**config.mk**
```make
export PLATFORM = sky130hd
export DESIGN_NAME = cbr_unit
export DESIGN_NICKNAME = d
export VERILOG_FILES = /design/src/rtl/cbr_pkg.sv /design/src/rtl/cbr_relate.sv /design/src/rtl/cbr_state.sv /design/src/rtl/cbr_condsel.sv /design/src/rtl/cbr_pcgen.sv /design/src/rtl/cbr_unit.sv
export SDC_FILE = /design/constraint.sdc
export NUM_CORES = 1
export LEC_CHECK = 0
export CAP_MARGIN = 20
export CORE_ASPECT_RATIO = 0.8
export CORE_MARGIN = 8
export CORE_UTILIZATION = 31
export DETAILED_ROUTE_END_ITERATION = 6
export PLACE_DENSITY = 0.72
export SYNTH_ARGS = -nofsm -noshare
export SYNTH_HDL_FRONTEND = slang
export SYNTH_HIERARCHICAL = 1
export SYNTH_SLANG_ARGS = --single-unit
export TNS_END_PERCENT = 5
```
**constraint.sdc**
```tcl
create_clock -name clk -period 6.8 [get_ports clk]
set_input_delay 2.04 -clock clk [delete_from_list [all_inputs] [get_ports clk]]
set_output_delay 2.04 -clock clk [all_outputs]
set_load 0.02 [all_outputs]
```
**src/rtl/cbr_pkg.sv**
```systemverilog
package cbr_pkg;

  localparam int NFLAG = 3;
  localparam int FL_EQ = 0;
  localparam int FL_GT = 1;
  localparam int FL_LT = 2;

  typedef enum logic [1:0] {
    OP_OTHER  = 2'b00,
    OP_CMP    = 2'b01,
    OP_BRANCH = 2'b10,
    OP_SPARE  = 2'b11
  } op_e;

  typedef enum logic [2:0] {
    CC_ALWAYS = 3'd0,
    CC_EQ     = 3'd1,
    CC_NE     = 3'd2,
    CC_GT     = 3'd3,
    CC_GE     = 3'd4,
    CC_LT     = 3'd5,
    CC_LE     = 3'd6,
    CC_NEVER  = 3'd7
  } cond_e;

  function automatic logic cond_hit(input cond_e cc, input logic [NFLAG-1:0] fl);
    logic hit;
    case (cc)
      CC_ALWAYS: hit = 1'b1;
      CC_EQ:     hit = fl[FL_EQ];
      CC_NE:     hit = ~fl[FL_EQ];
      CC_GT:     hit = fl[FL_GT];
      CC_GE:     hit = fl[FL_GT] | fl[FL_EQ];
      CC_LT:     hit = fl[FL_LT];
      CC_LE:     hit = fl[FL_LT] | fl[FL_EQ];
      default:   hit = 1'b0;
    endcase
    return hit;
  endfunction

endpackage

```
**src/rtl/cbr_relate.sv**
```systemverilog
module cbr_relate #(
  parameter int XLEN   = 32,
  parameter int LANE_W = 8
) (
  input  logic [XLEN-1:0]            a_i,
  input  logic [XLEN-1:0]            b_i,
  output logic [cbr_pkg::NFLAG-1:0]  rel_o
);
  localparam int LANES = XLEN / LANE_W;

  logic [LANES-1:0] lane_eq;
  logic [LANES-1:0] lane_gt;

  // Per-lane magnitude compare, resolved from the most significant lane down.
  for (genvar g = 0; g < LANES; g++) begin : g_lane
    logic [LANE_W-1:0] sa;
    logic [LANE_W-1:0] sb;
    assign sa = a_i[g*LANE_W +: LANE_W];
    assign sb = b_i[g*LANE_W +: LANE_W];
    assign lane_eq[g] = (sa == sb);
    assign lane_gt[g] = (sa > sb);
  end

  logic eq_run;
  logic gt_run;

  always_comb begin
    eq_run = 1'b1;
    gt_run = 1'b0;
    for (int i = LANES - 1; i >= 0; i--) begin
      if (eq_run && lane_gt[i]) gt_run = 1'b1;
      eq_run = eq_run & lane_eq[i];
    end
  end

  always_comb begin
    rel_o = '0;
    rel_o[cbr_pkg::FL_EQ] = eq_run;
    rel_o[cbr_pkg::FL_GT] = gt_run;
    rel_o[cbr_pkg::FL_LT] = ~eq_run & ~gt_run;
  end

endmodule

```
**src/rtl/cbr_state.sv**
```systemverilog
module cbr_state (
  input  logic                       clk,
  input  logic                       rst_n,
  input  logic                       instr_valid_i,
  input  logic                       halt_i,
  input  logic                       is_cmp_i,
  input  logic [cbr_pkg::NFLAG-1:0]  rel_i,
  output logic                       accept_o,
  output logic                       halted_o,
  output logic [cbr_pkg::NFLAG-1:0]  flags_o
);
  logic                      halted_q, halted_d;
  logic [cbr_pkg::NFLAG-1:0] flags_q, flags_d;
  logic                      flags_en;

  assign accept_o = instr_valid_i & ~halt_i & ~halted_q;
  assign flags_en = accept_o & is_cmp_i;

  always_comb begin
    halted_d = halted_q | halt_i;
    flags_d  = flags_q;
    if (flags_en) flags_d = rel_i;
  end

  always_ff @(posedge clk or negedge rst_n) begin
    if (!rst_n) begin
      halted_q <= 1'b0;
      flags_q  <= '0;
    end else begin
      halted_q <= halted_d;
      if (flags_en) flags_q <= flags_d;
    end
  end

  assign halted_o = halted_q;
  assign flags_o  = flags_q;

endmodule

```
**src/rtl/cbr_condsel.sv**
```systemverilog
module cbr_condsel (
  input  logic [2:0]                 cond_i,
  input  logic [cbr_pkg::NFLAG-1:0]  flags_i,
  output logic                       hit_o
);
  localparam int NCOND = 8;

  logic [NCOND-1:0] hit_vec;

  for (genvar g = 0; g < NCOND; g++) begin : g_cc
    assign hit_vec[g] = cbr_pkg::cond_hit(cbr_pkg::cond_e'(g), flags_i);
  end

  assign hit_o = hit_vec[cond_i];

endmodule

```
**src/rtl/cbr_pcgen.sv**
```systemverilog
module cbr_pcgen #(
  parameter int XLEN  = 32,
  parameter int OFS_W = 16,
  parameter int STEP  = 4
) (
  input  logic              accept_i,
  input  logic              take_i,
  input  logic [XLEN-1:0]   pc_i,
  input  logic [XLEN-1:0]   base_i,
  input  logic [OFS_W-1:0]  offset_i,
  output logic [XLEN-1:0]   next_pc_o
);
  localparam logic [XLEN-1:0] STEP_V = XLEN'(STEP);

  logic [XLEN-1:0] seq_pc;
  logic [XLEN-1:0] tgt_pc;

  assign seq_pc = pc_i + STEP_V;
  assign tgt_pc = base_i + {{(XLEN-OFS_W){1'b0}}, offset_i};

  always_comb begin
    if (!accept_i)   next_pc_o = pc_i;
    else if (take_i) next_pc_o = tgt_pc;
    else             next_pc_o = seq_pc;
  end

endmodule

```
**src/rtl/cbr_unit.sv**
```systemverilog
module cbr_unit #(
  parameter int XLEN   = 32,
  parameter int OFS_W  = 16,
  parameter int STEP   = 4,
  parameter int LANE_W = 8
) (
  input  logic               clk,
  input  logic               rst_n,
  input  logic               instr_valid_i,
  input  logic               halt_i,
  input  logic [1:0]         op_i,
  input  logic [2:0]         cond_i,
  input  logic [XLEN-1:0]    opa_i,
  input  logic [XLEN-1:0]    opb_i,
  input  logic [XLEN-1:0]    base_i,
  input  logic [OFS_W-1:0]   offset_i,
  input  logic [XLEN-1:0]    pc_i,
  output logic [XLEN-1:0]    next_pc_o,
  output logic               taken_o,
  output logic [2:0]         flags_o,
  output logic               halted_o
);
  import cbr_pkg::*;

  logic             is_cmp, is_br, accept, cc_hit, take;
  logic [NFLAG-1:0] rel, flags;

  assign is_cmp = (op_e'(op_i) == OP_CMP);
  assign is_br  = (op_e'(op_i) == OP_BRANCH);

  cbr_relate #(.XLEN(XLEN), .LANE_W(LANE_W)) u_rel (
    .a_i(opa_i), .b_i(opb_i), .rel_o(rel)
  );

  cbr_state u_st (
    .clk(clk), .rst_n(rst_n), .instr_valid_i(instr_valid_i), .halt_i(halt_i),
    .is_cmp_i(is_cmp), .rel_i(rel), .accept_o(accept), .halted_o(halted_o),
    .flags_o(flags)
  );

  cbr_condsel u_cc (.cond_i(cond_i), .flags_i(flags), .hit_o(cc_hit));

  assign take = accept & is_br & cc_hit;

  cbr_pcgen #(.XLEN(XLEN), .OFS_W(OFS_W), .STEP(STEP)) u_pc (
    .accept_i(accept), .take_i(take), .pc_i(pc_i), .base_i(base_i),
    .offset_i(offset_i), .next_pc_o(next_pc_o)
  );

  assign taken_o = take;
  assign flags_o = flags;

endmodule

```
### Word level (Yosys, flattened, before mapping)

Cells that the tools add are included.

* logic and storage cells: 43
* register bits after elaboration: 4
* output and inout port bits: 37
* input port bits: 153

* multiplexer cells: 8
* eq/ne operators: 6
* reduce and logical (&&, ||, !) cells: 3
* add/sub/neg operators: 2
* bitwise gates (word level): 17
* order comparisons: 5

Operators with widths (number)
* $mux 32: 2
* $add 32x16->32: 1
* $add 32x3->32 const B: 1
* $eq 8x8->1: 4
* $gt 8x8->1: 4
* $and 1x1->1: 9
* $mux 1: 5
* $not 1->1: 5
* $lt 3x4->1 const B: 1
* $bmux 1 s3: 1
* $logic_and 1x1->1: 3
* $or 1x1->1: 3
* $eq 2x1->1 const B: 1
* $eq 2x2->1 const B: 1

### Depth between registers and ports, before layout

Gate-level depths: netlist of run 1.

* depth after elaboration: 7
* mapped depth: 11

### Hierarchy

The synthesis of run 1 kept the hierarchy.

Modules (own cells, without submodules)
* cbr_pcgen: area an instance 2428.6 um^2, times used 1, cells an instance 387, seq. area each 0.0 um^2
* cbr_relate: area an instance 875.8 um^2, times used 1, cells an instance 120, seq. area each 0.0 um^2
* cbr_state: area an instance 175.2 um^2, times used 1, cells an instance 10, seq. area each 100.1 um^2
* cbr_condsel: area an instance 68.8 um^2, times used 1, cells an instance 10, seq. area each 0.0 um^2
* cbr_unit: area an instance 16.3 um^2, times used 1, cells an instance 2, seq. area each 0.0 um^2

### Worst setup path before layout of run 1

OpenSTA, ideal clock, no wires.

* path type: in2out
* start point: in base_i[0]
* end point: out next_pc_o[26]
* stages: 9
* arrival: 4380 ps
* setup slack: 380 ps
* cells stage by stage: ha_1 -> fa_1 -> a21o_1 -> a221oi_2 -> nor2_2 -> o21ai_2 -> nor3_1 -> mux2i_1 -> nor4_1

* cells in the longest elaborated chain, start to end: 3

Ends and longest elaborated chain
* start, declared: line cbr_unit.sv:15 `input logic [XLEN-1:0] base_i,`
* $add 32x16->32: line cbr_pcgen.sv:19 `assign tgt_pc = base_i + {{(XLEN-OFS_W){1'b0}}, offset_i};`
* $mux 32: line cbr_pcgen.sv:23 `else if (take_i) next_pc_o = tgt_pc;`
* $mux 32: line cbr_pcgen.sv:22 `if (!accept_i) next_pc_o = pc_i;`
* end, declared: line cbr_unit.sv:18 `output logic [XLEN-1:0] next_pc_o,`

Every way passes these cells.

### Worst setup path after layout of run 1

* start point: in base_i[0]
* end point: out next_pc_o[30]

The elaborated chain is that of the path after synthesis.

==> results of run 1 <==
## power groups by stage
| stage | clock network, mW | logic, mW | registers, mW |
|---|---|---|---|
| finish | 0.0891 | 0.363 | 0.0253 |
| detailed placement | 0 | 0.357 | 0.0255 |
| global route | 0.0935 | 0.392 | 0.0254 |
| CTS | 0.0906 | 0.358 | 0.0253 |
| global placement | 0 | 0.350 | 0.0255 |
| floorplan | 0 | 0.159 | 0.0259 |
## sequential cells by signal (all words and copies together), names as in the netlist
name and flops:
u_st/flags_o 3, u_st/halted_o 1
## per-stage QoR
| step | instances | setup TNS [ps] | util | power (mW) | instance area [sq um] |
|---|---|---|---|---|---|
| 6_report | 926 | 0 | 0.5459 | 0.4770 | 6216 |
| 5_1_grt | 926 | -340.8 | 0.5459 | 0.5113 | 6216 |
| 4_1_cts | 926 | -19.77 | 0.5457 | 0.4739 | 6213 |
| 3_5_place_dp | 923 | -5394 | 0.5390 | 0.3829 | 6137 |
| 3_3_place_gp | 923 | -4737 | 0.5390 | 0.3759 | 6137 |
| 2_1_floorplan | 529 | 0 | - | 0.1850 | 3565 |
## layout by cell type, fill, tap and decap left out, types with 10 or more instances in the layout
cell type        netlist  routed
clkdlybuf4s50_1        0     162
buf_4                  3      81
ha_1                  49      49
nor2_1                49      48
a21oi_1               46      46
nand2_1               45      45
inv_1                 38      38
o21ai_0               36      35
nand3_1               27      27
nand4_1               15      15
nor3_1                13      13
dlygate4sd2_1          0      12
xnor2_1               11      11
and3_1                10      10
a31oi_1               10      10
## metal layers
layer	vias to the layer above	routed length (microns)	track usage
met5	-	0	0
met4	0	233	0.03798
met3	20	1436	0.03735
met2	222	7560	0.3452
met1	2338	6995	0.2524
li1	2484	-	-
## worst max-delay path, cell delays in order
cell	delay [ps]
clkdlybuf4s50_1	400
ha_1	230
fa_2	370
a21o_1	200
a221oi_4	290
buf_4	160
o21ai_1	60
o21ai_2	120
o2111a_1	200
a211oi_1	50
a311oi_1	380
buf_2	240
## kinds of logic after synthesis
family                   Yosys count  share of synthesized area
AND/OR/NAND/NOR                  210                     0.3131
AO/OA/AOI/OAI                    173                     0.3250
buffers and inverters             61                    0.07090
adder cells (fa/ha/maj)           50                     0.1776
XOR/XNOR                          18                    0.04423
multiplexers                      13                    0.04107
flip-flops                         4                    0.02808
## worst paths after layout
check / startpoint / endpoint / slack (ps) / cells after the start
min in group asynchronous: rst_n / u_st/flags_o[0] / 2020 / 1
min: u_st/halted_o / u_st/halted_o / 550 / 1
min reg2reg: u_st/halted_o / u_st/halted_o / 550 / 1
max reg2reg: u_st/halted_o / u_st/flags_o[2] / 5590 / 2
max: base_i[0] / next_pc_o[30] / 0.8 / 12
max in group asynchronous: rst_n / u_st/flags_o[1] / 4620 / 1
## what timing repair did
| action | in CTS | in global routing |
|---|---|---|
| hold buffers | 0 | 0 |
| resized for setup | 50 | 22 |
| setup endpoints to repair | 24 | 23 |
| pin swaps | 2 | 3 |
| gates cloned | 0 | 0 |
## layout make-up
type	count	area, sq um
Multi-Input combinational cell	464	3271
Fill cell	1141	5170
Sequential cell	4	100.1
Inverter	38	142.6
Timing Repair Buffer	269	2442
Tap cell	148	185.2
Clock buffer	3	75.07
==> flow_summary.toml, run 1 <==
[outcome]
status = "finished, final reports clean"

[placement]
place_worst_setup_slack_ps = -605.5
io_buffers = 189
routabilityCongestion = 0.9679
hpwl_microns = 14080

[floorplan]
die-area_sq_um = 15210
rows = 35
boundaryPins = 190
coreArea_sq_um = 11390
die_y_microns = 111.9
start_util = 0.3131
die_x_microns = 135.9

[grt]
grt_pass1_vias = 5078
grt_use_total = 0.2001
grt.overflow.total = 0
grt_max_degree = 20
antenna_found_initial = 0
grt_pass1_wl_microns = 25470

[timing]
finClkSkew_ps = 1.388
min_period_over_period = 0.9999
rsz0062_at_grt = "yes"
max-slew-margin-rel = 0.5991
max_clock_freq_mhz = 147.1
tightestPinTransition_ps = 601.4
whs_ps = 547.9
setup_viol = 0
hold_viol = 0
drv_slew = 0
layout_setup_ws_ps = 0.8469
period_minus_slack_ps = 6799

[clock_network]
cts_setup_buffers = 0
cts-htree-levels = 1
path_clk_slew_ps = 30
root_buffer = "clkbuf_16"
cts_buffer_depth = 2
cts.sinks = 4
cts_tree = "built"
cts_buffers = 3
clock_latency_ps = 220

[synthesis]
synth_edf_count = 0
async_reset_ff_frac = 1.000
ys_warn_count = 6
avgSynthCellArea_sq_um = 6.739
synth_top_area_cell = "ha_1"
synth_area_sq_um = 3565
synth.distinct_cells = 83
synth_area_leaders = "ha_1 (17%), a21oi_1 (6.5%), nor2_1 (5.2%)"
yosysTopAreaCellShare = 0.1720
synth_fp_nets = 732
synth_common_cells = "ha_1 (49), nor2_1 (49), a21oi_1 (46)"
synth_cells = 529
synth.ff_latch_count = 4
yosysSeqAreaShare = 0.02808
synthFlopType = "dfrtp_1"

[critical_path]
critPathKind = "in2out"
start_kind = "input port"
cp-end-kind = "output pin"
cp.required_ps = 4760
cp.arrival_ps = 4760
critPathMaxFanout = 3

[power]
power_density_nw_per_um2 = 76.74
swShare = 0.3803
pwr-share-clk = 0.187
power.share.combinational = 0.760
vdd_drop_max_mv = 0.04935
internal-power_mw = 0.2956
leakagePower_nw = 2.677
seq_power_share = 0.053
p_switching_mw = 0.1814

[min_path]
worst_hold_path_type = "reg2reg"

[detailed_routing]
drc = 0
viasPerCell = 5.469
antenna_left = 0
initialDrtViolationCount = 328
wl_per_cell_microns = 17.52
vias = 5064
first_pass_iters = 5
wl_microns = 16230

[cells_and_area]
drive_gt1_frac = 0.1697
insertedDiodeCount = 0
final_nets = 983
syn2layout_area_growth_pct = 74.38

[run]
drv.max_cap_violation_count = 0
(Power assumes the default switching activity.)
==> run 2: changes to the inputs <==
Clock period 6.8 ns to 6.5 ns, I/O delays scaled along.
==> run 2 against run 1 <==
  * Combinational power up 5%
  * Critical endpoint unchanged
  * Cell count up 1.6%
  * Clock skew fell by 0.70 ps
  * Sequential share of layout area about the same
  * The run now ends with setup timing left
  * Design area grew 0.95%
  * First-iteration DRC count is 4.9% lower
  * Highest routed layer unchanged
==> flow_summary.toml, run 2 (synthesized netlist as in run 1, its figures left out) <==
[timing]
rsz0062_at_grt = "yes"
layout_setup_ws_ps = -78.09
period_minus_slack_ps = 6578
setup_viol = 5
finClkSkew_ps = 0.6916
tightestPinTransition_ps = 523.7
max_clock_freq_mhz = 152.0
drv_slew = 0
min_period_over_period = 1.012
whs_ps = 557.3
hold_viol = 0
max-slew-margin-rel = 0.6509

[clock_network]
cts_buffers = 3
cts_setup_buffers = 0
cts_buffer_depth = 2
path_clk_slew_ps = 30
cts.sinks = 4
hold_buffers = 0
cts_tree = "built"
clock_latency_ps = 220
cts-htree-levels = 1
root_buffer = "clkbuf_16"

[cells_and_area]
final_cell_mix = "clkdlybuf4s50_1 (157), buf_4 (96), nor2_1 (48), ha_1 (48)"
largest_reg_flops = 3
final_nets = 998
insertedDiodeCount = 0
syn2layout_area_growth_pct = 76.03
final_common_cell = "clkdlybuf4s50_1"
fin_area_sq_um = 6275
drive_gt1_frac = 0.2005

[detailed_routing]
drc = 0
viasPerCell = 5.494
first_pass_iters = 4
antenna_left = 0
initialDrtViolationCount = 312
vias = 5170
wl_microns = 16320
wl_per_cell_microns = 17.34

[floorplan]
rows = 35
start_util = 0.3131
die-area_sq_um = 15210
die_y_microns = 111.9
die_x_microns = 135.9
coreArea_sq_um = 11390
boundaryPins = 190

[power]
vdd_drop_max_mv = 0.06810
leakagePower_nw = 2.743
power_density_nw_per_um2 = 79.79

[grt]
antenna_found_initial = 0
grt_pass1_vias = 5104
grt_max_degree = 19
grt_pass1_wl_microns = 25230
grt.overflow.total = 0
grt_use_total = 0.1983

[critical_path]
critPathKind = "in2out"
start_kind = "input port"
cp-end-kind = "output pin"
critPathMaxFanout = 2
cp.required_ps = 4550
cp.arrival_ps = 4630

[placement]
placed_area_sq_um = 6262
io_buffers = 189
hpwl_microns = 14080
routabilityCongestion = 1.012

[outcome]
status = "finished with violations"
violations = "setup timing"

[min_path]
worst_hold_path_type = "reg2reg"

[run]
drv.max_cap_violation_count = 0
[run 2: layout make-up]
class                           instances  area [sq um]
Inverter                               38         142.6
Sequential cell                         4         100.1
Fill cell                            1112          5111
Tap cell                              148         185.2
Multi-Input combinational cell        464          3252
Clock buffer                            3         75.07
Timing Repair Buffer                  284          2520
[run 2: worst paths after layout]
path / from / to / slack (ps) / cells after the start
max in group asynchronous: rst_n / u_st/flags_o[0] / 4400 / 1
min in group asynchronous: rst_n / u_st/flags_o[1] / 1930 / 1
min reg2reg: u_st/halted_o / u_st/halted_o / 560 / 1
max: base_i[0] / next_pc_o[30] / -80 / 12
max reg2reg: u_st/halted_o / u_st/flags_o[1] / 5280 / 2
min: u_st/halted_o / u_st/halted_o / 560 / 1
[run 2: critical path, cell delays in order]
cell and delay (ps):
clkdlybuf4s50_1 420, ha_2 220, fa_2 370, a21o_1 210
a221oi_2 310, buf_4 180, o21ai_1 60, o21ai_2 120
o2111a_1 220, a211oi_1 50, a311oi_1 280, buf_2 230
[run 2: per-stage QoR]
stage	std cells	TNS [ps]	utilization	worst slack (ps)	total power, mW
final	941	-214.6	0.5511	-78.09	0.5006
after global routing	941	-740.2	0.5511	-144.8	0.5357
after CTS	941	-266.2	0.5530	-84.94	0.4985
after detailed placement	938	-8680	0.5500	-655.4	0.4064
after global placement	938	-7622	0.5500	-588.8	0.3990
after floorplan	529	0	-	260.4	0.1935
[run 2: metal layers]
metal	GRT usage	part of all wire	wire length, microns	up-vias
li1	-	-	-	2516
met2	0.3266	0.46	7501	215
met3	0.03510	0.079	1288	22
met1	0.2574	0.44	7224	2417
met5	0	0	0	-
met4	0.05551	0.019	305	0
[run 2: report_power, final]
part | total [mW] | internal (mW) | switching [mW]
clock | 0.0935 | 0.0784 | 0.0151
combinational | 0.381 | 0.206 | 0.175
sequential | 0.0264 | 0.0257 | 0.000786
total | 0.501 | 0.310 | 0.191
[run 2: timing repair]
action	in CTS	in global routing
pin swaps	3	4
endpoints found under the setup margin	29	30
hold endpoints to repair	0	0
gates cloned	0	0
gates resized for setup	66	43
